File: src/rtl/mezz_dec_pkg.sv
package mezz_dec_pkg;

    localparam int NSLOT      = 4;
    localparam int SLOT_W     = $clog2(NSLOT);
    localparam int SHORT_W    = 7;                 // 128-byte windows
    localparam int STD_REG_W  = 21;                // 2 MB per slot region
    localparam int EXT_REG_W  = 23;                // 8 MB per slot region
    localparam int OFS_W      = EXT_REG_W;
    localparam int CODE_W     = 3;
    localparam int SHORT_BASE_W = 16 - (SHORT_W + 1 + SLOT_W);
    localparam int STD_BASE_W   = 24 - (STD_REG_W + SLOT_W);
    localparam int EXT_BASE_W   = 32 - (EXT_REG_W + SLOT_W);
    localparam int MIN_WIN_LOG2 = 17;              // 128 KB for code 1

    localparam logic [5:0] AM_SHORT_USR = 6'h29;
    localparam logic [5:0] AM_SHORT_SUP = 6'h2D;

    typedef enum logic [1:0] {
        SP_NONE = 2'd0,
        SP_IO   = 2'd1,
        SP_ID   = 2'd2,
        SP_MEM  = 2'd3
    } space_e;

    typedef struct packed {
        space_e              space;
        logic [SLOT_W-1:0]   slot;
        logic [OFS_W-1:0]    ofs;
    } decode_t;

    function automatic logic am_is_short(input logic [5:0] am);
        return (am == AM_SHORT_USR) || (am == AM_SHORT_SUP);
    endfunction

    // data or program access, user or supervisor
    function automatic logic am_is_std(input logic [5:0] am);
        return (am[5:3] == 3'b111) && (am[1:0] != 2'b00) && (am[1:0] != 2'b11);
    endfunction

    function automatic logic am_is_ext(input logic [5:0] am);
        return (am[5:3] == 3'b001) && (am[1:0] != 2'b00) && (am[1:0] != 2'b11);
    endfunction

    // window length in bytes; zero for disabled codes
    function automatic logic [STD_REG_W:0] std_win_len(input logic [CODE_W-1:0] code);
        logic [STD_REG_W:0] len;
        len = '0;
        if (code >= 3'd1 && code <= 3'd5)
            len = ({{STD_REG_W{1'b0}}, 1'b1} << (MIN_WIN_LOG2 - 1 + int'(code)));
        return len;
    endfunction

endpackage

File: src/rtl/mezz_short_decode.sv
module mezz_short_decode
    import mezz_dec_pkg::*;
(
    input  logic [15:0]             addr,
    input  logic [5:0]              am,
    input  logic [SHORT_BASE_W-1:0] base,
    output logic                    hit,
    output logic                    is_id,
    output logic [SLOT_W-1:0]       slot,
    output logic [SHORT_W-1:0]      ofs
);

    localparam int SLOT_LO = SHORT_W + 1;

    always_comb begin
        hit   = am_is_short(am) && (addr[15 -: SHORT_BASE_W] == base);
        is_id = addr[SHORT_W];
        slot  = addr[SLOT_LO +: SLOT_W];
        ofs   = addr[SHORT_W-1:0];
    end

endmodule

File: src/rtl/mezz_memwin_decode.sv
module mezz_memwin_decode
    import mezz_dec_pkg::*;
(
    input  logic [31:0]               addr,
    input  logic [5:0]                am,
    input  logic                      ext_mode,
    input  logic [STD_BASE_W-1:0]     std_base,
    input  logic [EXT_BASE_W-1:0]     ext_base,
    input  logic [NSLOT*CODE_W-1:0]   size_code,
    output logic                      hit,
    output logic [SLOT_W-1:0]         slot,
    output logic [OFS_W-1:0]          ofs
);

    logic [SLOT_W-1:0]     std_slot;
    logic [STD_REG_W-1:0]  std_ofs;
    logic [CODE_W-1:0]     std_code;
    logic                  std_hit;
    logic                  ext_hit;

    always_comb begin
        std_slot = addr[STD_REG_W +: SLOT_W];
        std_ofs  = addr[STD_REG_W-1:0];
        std_code = size_code[std_slot*CODE_W +: CODE_W];
        std_hit  = !ext_mode && am_is_std(am)
                && (addr[23 -: STD_BASE_W] == std_base)
                && ({1'b0, std_ofs} < std_win_len(std_code));
        ext_hit  = ext_mode && am_is_ext(am)
                && (addr[31 -: EXT_BASE_W] == ext_base);
        hit  = std_hit || ext_hit;
        if (ext_mode) begin
            slot = addr[EXT_REG_W +: SLOT_W];
            ofs  = addr[EXT_REG_W-1:0];
        end else begin
            slot = std_slot;
            ofs  = {{(OFS_W-STD_REG_W){1'b0}}, std_ofs};
        end
    end

endmodule

File: src/rtl/mezz_activity_stretch.sv
module mezz_activity_stretch #(
    parameter int STRETCH_LOG2 = 16
) (
    input  logic clk,
    input  logic rst,
    input  logic trig,
    output logic active
);

    localparam int CNT_W = STRETCH_LOG2 + 1;
    localparam logic [CNT_W-1:0] LOAD = {1'b1, {STRETCH_LOG2{1'b0}}};

    logic [CNT_W-1:0] cnt_q;

    always_ff @(posedge clk) begin
        if (rst)
            cnt_q <= '0;
        else if (trig)
            cnt_q <= LOAD;
        else if (cnt_q != '0)
            cnt_q <= cnt_q - 1'b1;
    end

    assign active = (cnt_q != '0);

    // a trigger lights the indicator on the next cycle
    p_load_r10: assert property (@(posedge clk) disable iff (rst)
        trig |=> active);

    // indicator only goes dark once the count has run out
    p_drop_r10: assert property (@(posedge clk) disable iff (rst)
        $fell(active) |-> ($past(cnt_q) == {{(CNT_W-1){1'b0}}, 1'b1}));

endmodule

File: src/rtl/mezz_carrier_decoder.sv
module mezz_carrier_decoder
    import mezz_dec_pkg::*;
#(
    parameter int STRETCH_LOG2 = 16
) (
    input  logic                        clk,
    input  logic                        rst,
    input  logic [31:0]                 vme_addr,
    input  logic [5:0]                  vme_am,
    input  logic                        as_n,
    input  logic                        write_n,
    input  logic [SHORT_BASE_W-1:0]     cfg_short_base,
    input  logic [STD_BASE_W-1:0]       cfg_std_base,
    input  logic [EXT_BASE_W-1:0]       cfg_ext_base,
    input  logic                        cfg_ext_mode,
    input  logic [NSLOT*CODE_W-1:0]     cfg_size_code,
    output logic [NSLOT-1:0]            io_sel,
    output logic [NSLOT-1:0]            id_sel,
    output logic [NSLOT-1:0]            mem_sel,
    output logic [OFS_W-1:0]            slot_offset,
    output logic [NSLOT-1:0]            activity
);

    logic                 s_hit, s_is_id;
    logic [SLOT_W-1:0]    s_slot;
    logic [SHORT_W-1:0]   s_ofs;
    logic                 m_hit;
    logic [SLOT_W-1:0]    m_slot;
    logic [OFS_W-1:0]     m_ofs;

    mezz_short_decode u_short (
        .addr  (vme_addr[15:0]),
        .am    (vme_am),
        .base  (cfg_short_base),
        .hit   (s_hit),
        .is_id (s_is_id),
        .slot  (s_slot),
        .ofs   (s_ofs)
    );

    mezz_memwin_decode u_mem (
        .addr      (vme_addr),
        .am        (vme_am),
        .ext_mode  (cfg_ext_mode),
        .std_base  (cfg_std_base),
        .ext_base  (cfg_ext_base),
        .size_code (cfg_size_code),
        .hit       (m_hit),
        .slot      (m_slot),
        .ofs       (m_ofs)
    );

    decode_t dec_now, dec_q;
    logic    cyc_q;
    logic    start;
    logic    live;
    logic    grant_now;

    always_comb begin
        dec_now = '{space: SP_NONE, slot: '0, ofs: '0};
        if (s_hit) begin
            dec_now.space = s_is_id ? SP_ID : SP_IO;
            dec_now.slot  = s_slot;
            dec_now.ofs   = {{(OFS_W-SHORT_W){1'b0}}, s_ofs};
        end else if (m_hit) begin
            dec_now.space = SP_MEM;
            dec_now.slot  = m_slot;
            dec_now.ofs   = m_ofs;
        end
        start     = !as_n && !cyc_q;
        grant_now = (dec_now.space == SP_IO) || (dec_now.space == SP_MEM)
                 || ((dec_now.space == SP_ID) && write_n);
    end

    always_ff @(posedge clk) begin
        if (rst) begin
            cyc_q <= 1'b0;
            dec_q <= '{space: SP_NONE, slot: '0, ofs: '0};
        end else if (as_n) begin
            cyc_q <= 1'b0;
        end else if (!cyc_q) begin
            cyc_q <= 1'b1;
            dec_q <= dec_now;
        end
    end

    assign live        = cyc_q && !as_n;
    assign slot_offset = dec_q.ofs;

    for (genvar n = 0; n < NSLOT; n++) begin : g_slot
        logic slot_match;
        assign slot_match = (dec_q.slot == SLOT_W'(n));
        assign io_sel[n]  = live && slot_match && (dec_q.space == SP_IO);
        assign id_sel[n]  = live && slot_match && (dec_q.space == SP_ID) && write_n;
        assign mem_sel[n] = live && slot_match && (dec_q.space == SP_MEM);

        mezz_activity_stretch #(.STRETCH_LOG2(STRETCH_LOG2)) u_act (
            .clk    (clk),
            .rst    (rst),
            .trig   (start && grant_now && (dec_now.slot == SLOT_W'(n))),
            .active (activity[n])
        );

        // disabled standard window never selects
        p_none_r5: assert property (@(posedge clk) disable iff (rst)
            (!cfg_ext_mode && ((cfg_size_code[n*CODE_W +: CODE_W] == 3'd0)
              || (cfg_size_code[n*CODE_W +: CODE_W] > 3'd5))) |-> !mem_sel[n]);
    end

    // at most one select across all slots and spaces
    p_onehot_sel_r8: assert property (@(posedge clk) disable iff (rst)
        $onehot0({io_sel, id_sel, mem_sel}));

    // idle strobe means no select
    p_idle_r8: assert property (@(posedge clk) disable iff (rst)
        as_n |-> ({io_sel, id_sel, mem_sel} == '0));

    // ID space is never selected on a write
    p_id_rdonly_r3: assert property (@(posedge clk) disable iff (rst)
        (id_sel != '0) |-> write_n);

    // I/O select held while the strobe stays low
    p_rmw_hold_r9: assert property (@(posedge clk) disable iff (rst)
        (!as_n && $past(!as_n) && ($past(io_sel) != '0)) |-> (io_sel == $past(io_sel)));

endmodule

File: config.mk
export PLATFORM = sky130hd
export DESIGN_NAME = mezz_carrier_decoder
export DESIGN_NICKNAME = d
export VERILOG_FILES = /design/src/rtl/mezz_dec_pkg.sv /design/src/rtl/mezz_short_decode.sv /design/src/rtl/mezz_memwin_decode.sv /design/src/rtl/mezz_activity_stretch.sv /design/src/rtl/mezz_carrier_decoder.sv
export SDC_FILE = /design/constraint.sdc
export NUM_CORES = 1
export LEC_CHECK = 0
export ABC_AREA = 0
export BUFFER_PORTS_ARGS = -buffer_cell sky130_fd_sc_hd__buf_2
export CORE_UTILIZATION = 55
export DETAILED_ROUTE_END_ITERATION = 6
export GPL_TIMING_DRIVEN = 0
export PLACE_DENSITY = 0.81
export RECOVER_POWER = 50
export SLEW_MARGIN = 15
export SYNTH_ARGS = -nofsm -noshare
export SYNTH_HDL_FRONTEND = slang
export SYNTH_SLANG_ARGS = --single-unit
export TNS_END_PERCENT = 50
File: constraint.sdc
create_clock -name clk -period 5.19 [get_ports clk]
set_clock_uncertainty 0.05 [all_clocks]
set_input_delay 0.7785 -clock clk [delete_from_list [all_inputs] [get_ports clk]]
set_output_delay 0.7785 -clock clk [all_outputs]
set_load 0.03 [all_outputs]
==> metrics, run 1 <==
wirelength, routed=11120 µm; P_leak=0.002225 µW; Final Net Count=758; Post-CTS Setup Bufs=0; pwr dens=554.8 nW/µm²; clock slew at reported path FFs=100 ps; CTS Root Cell=clkbuf_8; CP Capture Type=register; drt pass-1 iters=4; type of the most critical hold path=reg2reg; setup TNS=0 ps; post-synthesis sequential area ratio=39.28%; CP bufs+invs=2; Crit path max-delay family=simple AND/OR/NAND/NOR gates; Vias/cell=5.501; final RePlAce weighted congestion=0.8371; critical path startpoint category=primary input; final slew viol count=0; Clock Sinks=96; multi-input logic area=2586 µm²; Least-Margin Pin Slew=940.1 ps; status=completed; Layout area overhead=15.29%; average wire per standard cell=14.03 µm; Die Ht=96.31 µm; average size of a mapped cell=8.674 µm²; Post-synth top flop=dfxtp_1; H-tree depth=3; largest net degree at the start of global routing=17; fin util=64.99%; share of cells above drive strength 1=19.42%; Setup Viol. Count Final=0; Syn Std Cell Area=4892 µm²; io pins=108; Iteration-0 DRC Markers=148; Die Wd=96.31 µm; library cells used by synthesis=51; post-synthesis async set-or-reset flop share=0%; GRT Overall Usage=24.97%; CP max-delay cell=mux4_1; register area=1922 µm²; Post-synth EDFFs=0; Core Area=8678 µm²; Synth Register Bits=96; max-cap violation count=0; TritonCTS Buffers=9; commonest non-fill, non-tap cells in the layout=nor2_1 (117), dfxtp_1 (96), buf_2 (68), clkbuf_1 (45), xnor2_1 (41); Mapped Cells=564; Routed Antenna Nets=0; fin crit period=4154 ps; commonest non-fill, non-tap cell in the layout=nor2_1; die area=9276 µm²; yosys warns=0; Largest stage delay, worst path=660 ps; RSZ-0062 raised after global routing=no; Slew headroom=36.75%; most frequent CP cell=o21ai_0; Filler cells=767; TritonCTS clock tree=built; final hold viol count=0; first-pass GRT wire length=18130 µm; port buffer count=105; maximum fanout along the worst path=10; f_max=240.7 MHz; Peak VDD IR=0.2314 mV; clk_lat worst skew=360 ps; initial antenna violation count=0; crit path kind=in2reg; # resized after CTS=0; CP required=5430 ps; fin crit share=80.03%; Syn Nets=642; post-DP HPWL=8484 µm; Hold Buf Count CTS=0; DRC viols=0; via count=4362; total gr overflow=0; number of diodes=0; Initial Utilization=56.37%; vias in the first global route=4124; Clock Path Buffers=2; crit-path cells=clkbuf_1 > mux4_1 > or3b_2 > ha_1 > o21ai_0 > a22oi_1 > a211oi_1 > nor3_1 > o21ai_0 > a31o_4 > buf_6 > nor2_1; row count=34; arrival time at the worst endpoint=4390 ps
## synth_stat cells (all sizes together), types with 2 or more instances
master | n | share of area (%)
or4 | 7 | 1.1
mux2i | 3 | 0.61
mux4 | 3 | 1.6
o21ai | 11 | 1.1
ha | 9 | 2.3
o21a | 2 | 0.31
clkbuf | 7 | 0.54
a21oi | 25 | 2.6
or3b | 3 | 0.54
a22oi | 22 | 3.4
dfxtp | 96 | 39
xor2 | 12 | 2.1
nor3b | 2 | 0.31
o31ai | 4 | 0.61
or3 | 11 | 1.5
o41ai | 4 | 0.72
nor3 | 27 | 3.2
nand3b | 3 | 0.46
mux2 | 3 | 0.69
xnor2 | 41 | 7.3
a31o | 4 | 1.4
nor2b | 4 | 0.51
nand3 | 12 | 1.2
or2 | 2 | 0.26
nand2 | 30 | 2.3
buf | 33 | 5.2
nor2 | 119 | 9.2
nor4 | 18 | 3.0
nand4 | 9 | 1.2
inv | 12 | 0.92
nand2b | 8 | 1.0
a211oi | 9 | 1.6
## report_power, final
group / internal (µW) / leakage, µW / switching (µW)
registers: 942 / 0.000784 / 202
logic: 654 / 0.00135 / 859
clock network: 203 / 0.0000882 / 269
## final cells by class
type | count | area share, %
well taps | 108 | 2.396
inverters | 12 | 0.7986
clock inverters | 5 | 0.7098
plain buffers | 40 | 4.991
clock buffers | 11 | 2.684
multi-input cells | 416 | 45.85
flip-flops and latches | 96 | 34.07
repair buffers | 105 | 8.496
## per-layer routing
| layer | global-route usage [%] | vias up | part of all wire [%] |
|---|---|---|---|
| met1 | 29.81 | 2057 | 44 |
| met3 | 4.897 | 10 | 4.3 |
| met5 | 0 | - | 0 |
| met2 | 45.80 | 107 | 51 |
| met4 | 5.882 | 0 | 0.89 |
| li1 | - | 2188 | - |
## flip-flops by register name, indices dropped and copies added, names as in the netlist
register and flops:
cyc_q 1, dec_q 4, g_slot.u_act.cnt_q 68, slot_offset 23
## kinds of logic after synthesis
kind of cell / Yosys count / share of synthesized area [%]
other: 1 / 0.07665
buffers and inverters: 52 / 6.700
xor gates and xnor gates: 53 / 9.488
muxes: 9 / 2.916
DFF: 96 / 39.28
and+or+nand+nor: 262 / 27.34
adders and majority gates: 9 / 2.302
AOI/OAI and AO/OA: 82 / 11.89
## worst paths after layout
check	start	endpoint	slack, ps	cells after the start
worst max-delay path	vme_addr[21]	g_slot[1].u_act.cnt_q[11]	1040	12
worst min-delay path	slot_offset[21]	slot_offset[21]	410	2
worst max register to register	g_slot[2].u_act.cnt_q[7]	g_slot[2].u_act.cnt_q[8]	2250	7
worst min register to register	slot_offset[21]	slot_offset[21]	410	2
## worst register-to-register path, stage by stage, from the launching register on
cell	delay [ps]
dfxtp_1	360
or4_1	590
or3_4	390
nor4_1	790
nor3b_1	270
nor2b_1	220
xnor2_1	130
nor2_1	50
## metrics by stage
| stage | power, µW | hold WS (ps) | instances | area, µm² | worst slack, ps |
|---|---|---|---|---|---|
| global placement | 2576 | 393.7 | 777 | 5553 | 897.4 |
| global route | 3401 | 437.6 | 793 | 5640 | 757.1 |
| detailed placement | 2661 | 402.4 | 777 | 5553 | 855.8 |
| CTS | 3143 | 416.3 | 793 | 5744 | 1202 |
| floorplan | 2348 | 382.3 | 564 | 4892 | 1294 |
| finish | 3129 | 411.3 | 793 | 5640 | 1036 |
(Power assumes the default switching activity.)
==> run 2, diff against run 1 <==
--- a/config.mk
+++ b/config.mk
@@ -5,12 +5,12 @@
 export SDC_FILE = /design/constraint.sdc
 export NUM_CORES = 1
 export LEC_CHECK = 0
-export ABC_AREA = 0
+export ABC_AREA = 1
 export BUFFER_PORTS_ARGS = -buffer_cell sky130_fd_sc_hd__buf_2
-export CORE_UTILIZATION = 55
+export CORE_UTILIZATION = 50
 export DETAILED_ROUTE_END_ITERATION = 6
 export GPL_TIMING_DRIVEN = 0
-export PLACE_DENSITY = 0.81
+export PLACE_DENSITY = 0.76
 export RECOVER_POWER = 50
 export SLEW_MARGIN = 15
 export SYNTH_ARGS = -nofsm -noshare
==> constraint.sdc (replaced) <==
create_clock -name clk -period 3.6 [get_ports clk]
set_clock_uncertainty 0.05 [all_clocks]
set_input_delay 0.54 -clock clk [delete_from_list [all_inputs] [get_ports clk]]
set_output_delay 0.54 -clock clk [all_outputs]
set_load 0.03 [all_outputs]
==> run 2 against run 1 <==
Sequential share of layout area decreased by 3.5 points. First-iteration DRC count rose by 85%. Largest cell class unchanged. Synthesized cell count grew 39%. Critical endpoint is now g_slot[3].u_act.cnt_q[15]. Largest power group unchanged. Highest routed layer unchanged. Flip-flop and latch count unchanged.
==> metrics, run 2 <==
f_max=331.1 MHz; post-layout total power=4759 µW; first-pass GRT wire length=20300 µm; Area contributors post-synth=dfxtp_1 (35%), nand2_1 (9.4%), nor2_1 (8.1%), xor2_1 (6.2%), inv_1 (5.7%); setup TNS=0 ps; fin crit period=3020 ps; wirelength, routed=12010 µm; post-synthesis sequential area ratio=35.00%; Clock Sinks=96; final slew viol count=0; share of cells above drive strength 1=18.60%; pwr dens=756.7 nW/µm²; port buffer count=105; post-synth top area share=35.00%; final hold viol count=0; most frequent cell after synthesis=nand2_1; placed cells=1023; clock slew at reported path FFs=100 ps; P_leak=0.002912 µW; max-cap violation count=0; die area=11410 µm²; GRT Overall Usage=21.92%; depth of the worst register-to-register path=11; WHS=305.2 ps; Syn Nets=860; Largest register FFs=68; initial antenna violation count=0; Slew headroom=51.68%; final std cells w/o fill=1039; most common library cells after synthesis=nand2_1 (137), nor2_1 (118), dfxtp_1 (96), inv_1 (83), nand3_1 (62); Clock Path Buffers=2; CP Capture Type=register; Post-synth top flop=dfxtp_1; TritonCTS Buffers=9; Layout area overhead=14.54%; drt pass-1 iters=5; post-DP HPWL=9285 µm; # resized after CTS=0; critical path startpoint category=primary input; Least-Margin Pin Slew=722.2 ps; Top reg by flops=g_slot.u_act.cnt_q; DRC viols=0; Vias/cell=4.931; yosys warns=0; Syn Std Cell Area=5492 µm²; Die Wd=106.8 µm; number of diodes=0; post-synthesis async set-or-reset flop share=0%; Post-CTS Setup Bufs=0; Filler cells=1024; Routed Antenna Nets=0; average wire per standard cell=11.56 µm; Hold Path Depth=2; crit path kind=in2reg; fin util=59.85%; type of the most critical hold path=in2reg; final RePlAce weighted congestion=0.9046; Post-synth EDFFs=0; status=completed; largest net degree at the start of global routing=18; Hold Buf Count CTS=0; via count=5123; cell taking the most area after synthesis=dfxtp_1; Initial Utilization=52.26%; Setup Viol. Count Final=0; Die Ht=106.8 µm; Synth Register Bits=96; maximum fanout along the worst path=10; CP required=3830 ps; Final Net Count=976; io pins=108; Iteration-0 DRC Markers=274; total gr overflow=0; clk_lat worst skew=380 ps; vias in the first global route=4720; H-tree depth=3; fin crit share=83.89%; Core Area=10510 µm²; Peak VDD IR=0.4513 mV; arrival time at the worst endpoint=3250 ps; RSZ-0062 raised after global routing=no; Mapped Cells=782; average size of a mapped cell=7.022 µm²; library cells used by synthesis=31; commonest non-fill, non-tap cell in the layout=nand2_1; commonest non-fill, non-tap cells in the layout=nand2_1 (140), nor2_1 (118), dfxtp_1 (96), inv_1 (84), nand3_1 (65); row count=37; CTS Root Cell=clkbuf_8; TritonCTS clock tree=built
run 2: cell types whose count changed in the layout (fill, tap and decap cells not counted), sizes merged, moves of 7 or more:
cell    change
xor2       +27
nand2b      -8
nor2       +39
a22oi      -19
or4         -7
inv        +75
nand3      +54
nand4       +8
or3        -11
a211oi      -9
xnor2      -29
nand2     +115
nor4        -8
a21oi      +22
run 2: area by class of cell:
class                   count  area (µm²)  share of cell area, %
plain buffers              41       319.1                  5.073
clock buffers               9       123.9                  1.969
clock inverters             7       53.80                 0.8554
inverters                  85       319.1                  5.073
multi-input cells         560        2908                  46.23
flip-flops and latches     96        1922                  30.55
well taps                 136       170.2                  2.705
repair buffers            105       474.2                  7.539
run 2: worst paths after layout:
| kind | from | end | slack [ps] |
|---|---|---|---|
| setup / recovery | vme_addr[21] | g_slot[3].u_act.cnt_q[15] | 580 |
| hold reg to reg | slot_offset[2] | slot_offset[2] | 420 |
| hold / removal | as_n | cyc_q | 310 |
| setup reg to reg | g_slot[2].u_act.cnt_q[0] | g_slot[2].u_act.cnt_q[9] | 1520 |
run 2: power by group:
| part | internal [µW] | leakage [µW] | total (µW) | switching [µW] |
|---|---|---|---|---|
| clock | 258 | 0.0000879 | 662 | 404 |
| sequential | 1350 | 0.000785 | 1600 | 251 |
| combinational | 984 | 0.00204 | 2500 | 1520 |
| total | 2590 | 0.00291 | 4760 | 2170 |
run 2: kinds of logic after synthesis:
logic type / Yosys count / synth area share, %
compound gates: 65 / 6.653
xor+xnor: 51 / 8.134
fa+ha+maj: 9 / 2.051
buf+inv: 126 / 11.64
flops: 96 / 35.00
other cells: 1 / 0.06829
simple gates: 434 / 36.45
run 2: layer usage:
layer | wire length, µm | GRT usage (%) | vias up | part of all wire, %
met5 | 0 | 0 | - | 0
met4 | 260 | 8.415 | 0 | 2.2
met3 | 583 | 5.653 | 20 | 4.9
met2 | 5515 | 36.18 | 128 | 46
met1 | 5651 | 27.29 | 2261 | 47
li1 | - | - | 2714 | -
run 2: per-stage QoR:
stage                     cell area, µm²  worst slack [ps]
after CTS                           6365             832.4
after detailed placement            6187             435.7
after global routing                6290             324.7
after floorplan                     5492             949.2
final                               6290             580.0
after global placement              6187             460.2
run 2: critical path: stages:
cell and delay, ps:
clkbuf_1 190, inv_1 200, o211ai_1 260, nand2_1 120, nor2_1 140, nand2_1 80
ha_1 280, nand2_1 60, inv_1 30, nand2_1 50, nand2_1 40, nand2_1 50
nand2_1 40, nand2_1 60, nand2_1 90, nand2_1 110, buf_6 170, nand2_2 50
nand2_1 140, nand3_2 150, nand2_4 140, buf_6 180, nor2_2 50
==> run 3, diff against run 2 <==
--- a/config.mk
+++ b/config.mk
@@ -7,10 +7,10 @@
 export LEC_CHECK = 0
 export ABC_AREA = 1
 export BUFFER_PORTS_ARGS = -buffer_cell sky130_fd_sc_hd__buf_2
-export CORE_UTILIZATION = 50
+export CORE_UTILIZATION = 56
 export DETAILED_ROUTE_END_ITERATION = 6
 export GPL_TIMING_DRIVEN = 0
-export PLACE_DENSITY = 0.76
+export PLACE_DENSITY = 0.81
 export RECOVER_POWER = 50
 export SLEW_MARGIN = 15
 export SYNTH_ARGS = -nofsm -noshare
==> constraint.sdc (replaced) <==
create_clock -name clk -period 3.1 [get_ports clk]
set_clock_uncertainty 0.05 [all_clocks]
set_input_delay 0.465 -clock clk [delete_from_list [all_inputs] [get_ports clk]]
set_output_delay 0.465 -clock clk [all_outputs]
set_load 0.03 [all_outputs]
==> run 3 against run 2 <==
Sequential share of layout area about the same. Via count up 2.9%. Clock-buffer cell count stayed put. Sequential power rose by 16%. Register-to-register slack worse by 480 ps. Total power grew 16%. Cell count is 0.67% lower. Combinational power is 17% higher. Clock power increased by 14%. Global-route usage rose by 3.5 points. Largest power group unchanged. Highest routed layer unchanged.
==> metrics, run 3 (synthesized netlist as in run 2, its figures left out) <==
status=completed; maximum fanout along the worst path=10; Post-Place Worst Slack=52.42 ps; Hold Path Depth=2; TritonCTS clock tree=built; critical path startpoint category=primary input; total gr overflow=0; Slew headroom=54.48%; io pins=108; arrival time at the worst endpoint=2950 ps; f_max=365.2 MHz; number of diodes=0; Core Area=9371 µm²; Top reg by flops=g_slot.u_act.cnt_q; final RePlAce weighted congestion=0.9914; setup TNS=0 ps; final hold viol count=0; Peak VDD IR=0.5230 mV; Post-CTS Setup Bufs=0; CP Capture Type=register; via count=5273; Layout area overhead=14.42%; GRT Overall Usage=25.39%; cell area after layout=6284 µm²; Clock Path Buffers=2; max-cap violation count=0; Routed Antenna Nets=0; final slew viol count=0; type of the most critical hold path=in2reg; Hold Buf Count CTS=0; register area=1922 µm²; # resized after CTS=0; H-tree depth=3; RSZ-0062 raised after global routing=no; fin crit share=88.33%; pwr dens=881.0 nW/µm²; average wire per standard cell=11.71 µm; Filler cells=882; drt pass-1 iters=5; Post-Place Cell Area=6178 µm²; CP required=3310 ps; depth of the worst register-to-register path=11; largest net degree at the start of global routing=18; clk_lat worst skew=370 ps; vias in the first global route=5065; row count=35; CTS Root Cell=clkbuf_8; first-pass GRT wire length=20990 µm; Clock Sinks=96; Largest register FFs=68; port buffer count=105; DRC viols=0; register-to-register setup slack=1040 ps; multi-input logic area=2910 µm²; fin crit period=2738 ps; Final Net Count=976; Setup WS post-layout=361.8 ps; TritonCTS Buffers=9; Die Wd=101.0 µm; post-DP HPWL=9437 µm; fin util=67.05%; Setup Viol. Count Final=0; die area=10210 µm²; clock slew at reported path FFs=90 ps; commonest non-fill, non-tap cells in the layout=nand2_1 (139), nor2_1 (118), dfxtp_1 (96), inv_1 (83); crit path kind=in2reg; commonest non-fill, non-tap cell in the layout=nand2_1; Least-Margin Pin Slew=680.3 ps; share of cells above drive strength 1=18.94%; Vias/cell=5.109; Initial Utilization=58.60%; wirelength, routed=12080 µm; Die Ht=101.0 µm; Iteration-0 DRC Markers=209; initial antenna violation count=0; P_leak=0.002915 µW
## run 3: cell types whose count changed in the layout (fill, tap and decap cells not counted)
cell / previous run / this run
buf_2: 64 / 65
clkbuf_1: 50 / 49
clkinv_4: 0 / 1
clkinvlp_4: 2 / 1
inv_1: 84 / 83
inv_2: 1 / 2
inv_6: 2 / 3
inv_8: 1 / 0
nand2_1: 140 / 139
nand2_2: 1 / 2
## run 3: where the power goes
group          leakage, µW  switching, µW  internal [µW]  total (µW)
Combinational      0.00204           1780           1140        2920
Clock            0.0000904            456            299         755
Sequential        0.000785            293           1560        1860
Total              0.00292           2530           3000        5540
## run 3: cell type report
cell class	instances	area share [%]
clock inverter	7	0.8363
clock buffer	9	1.971
inverter	85	5.078
multi-input combinational	560	46.32
tap	129	2.569
buffer	41	5.078
timing repair buffer	105	7.567
sequential	96	30.59
## run 3: critical path, cell delays in order
cell,delay [ps]
buf_2,140
inv_2,90
o211ai_1,220
nand2_1,120
nor2_1,140
nand2_1,70
ha_1,280
a21oi_1,140
nand2_1,70
nand2_1,50
nand2_1,40
nand2_1,60
nand2_1,80
nand2_1,120
buf_6,170
nand2_2,60
nand2_2,120
nand3_1,150
nand2_4,150
buf_12,150
nor2_2,40
## run 3: per-layer routing
metal  wire, µm  track usage [%]
met1       5356            29.84
met2       5998            46.15
met3        510            3.606
met4        217            10.48
met5          0                0
## run 3: worst paths after layout
path,startpoint,end
setup / recovery,vme_addr[21],g_slot[1].u_act.cnt_q[9]
hold / removal,as_n,cyc_q
setup reg to reg,g_slot[3].u_act.cnt_q[7],g_slot[3].u_act.cnt_q[11]
hold reg to reg,slot_offset[13],slot_offset[13]
## run 3: stage by stage
| stage | hold slack (ps) | instances | power [µW] |
|---|---|---|---|
| 2_1_floorplan | 395.7 | 782 | 4235 |
| 3_3_place_gp | 404.3 | 1016 | 4692 |
| 3_5_place_dp | 405.6 | 1016 | 4781 |
| 4_1_cts | 221.1 | 1032 | 5548 |
| 5_1_grt | 224.9 | 1032 | 6086 |
| 6_report | 230.8 | 1032 | 5535 |
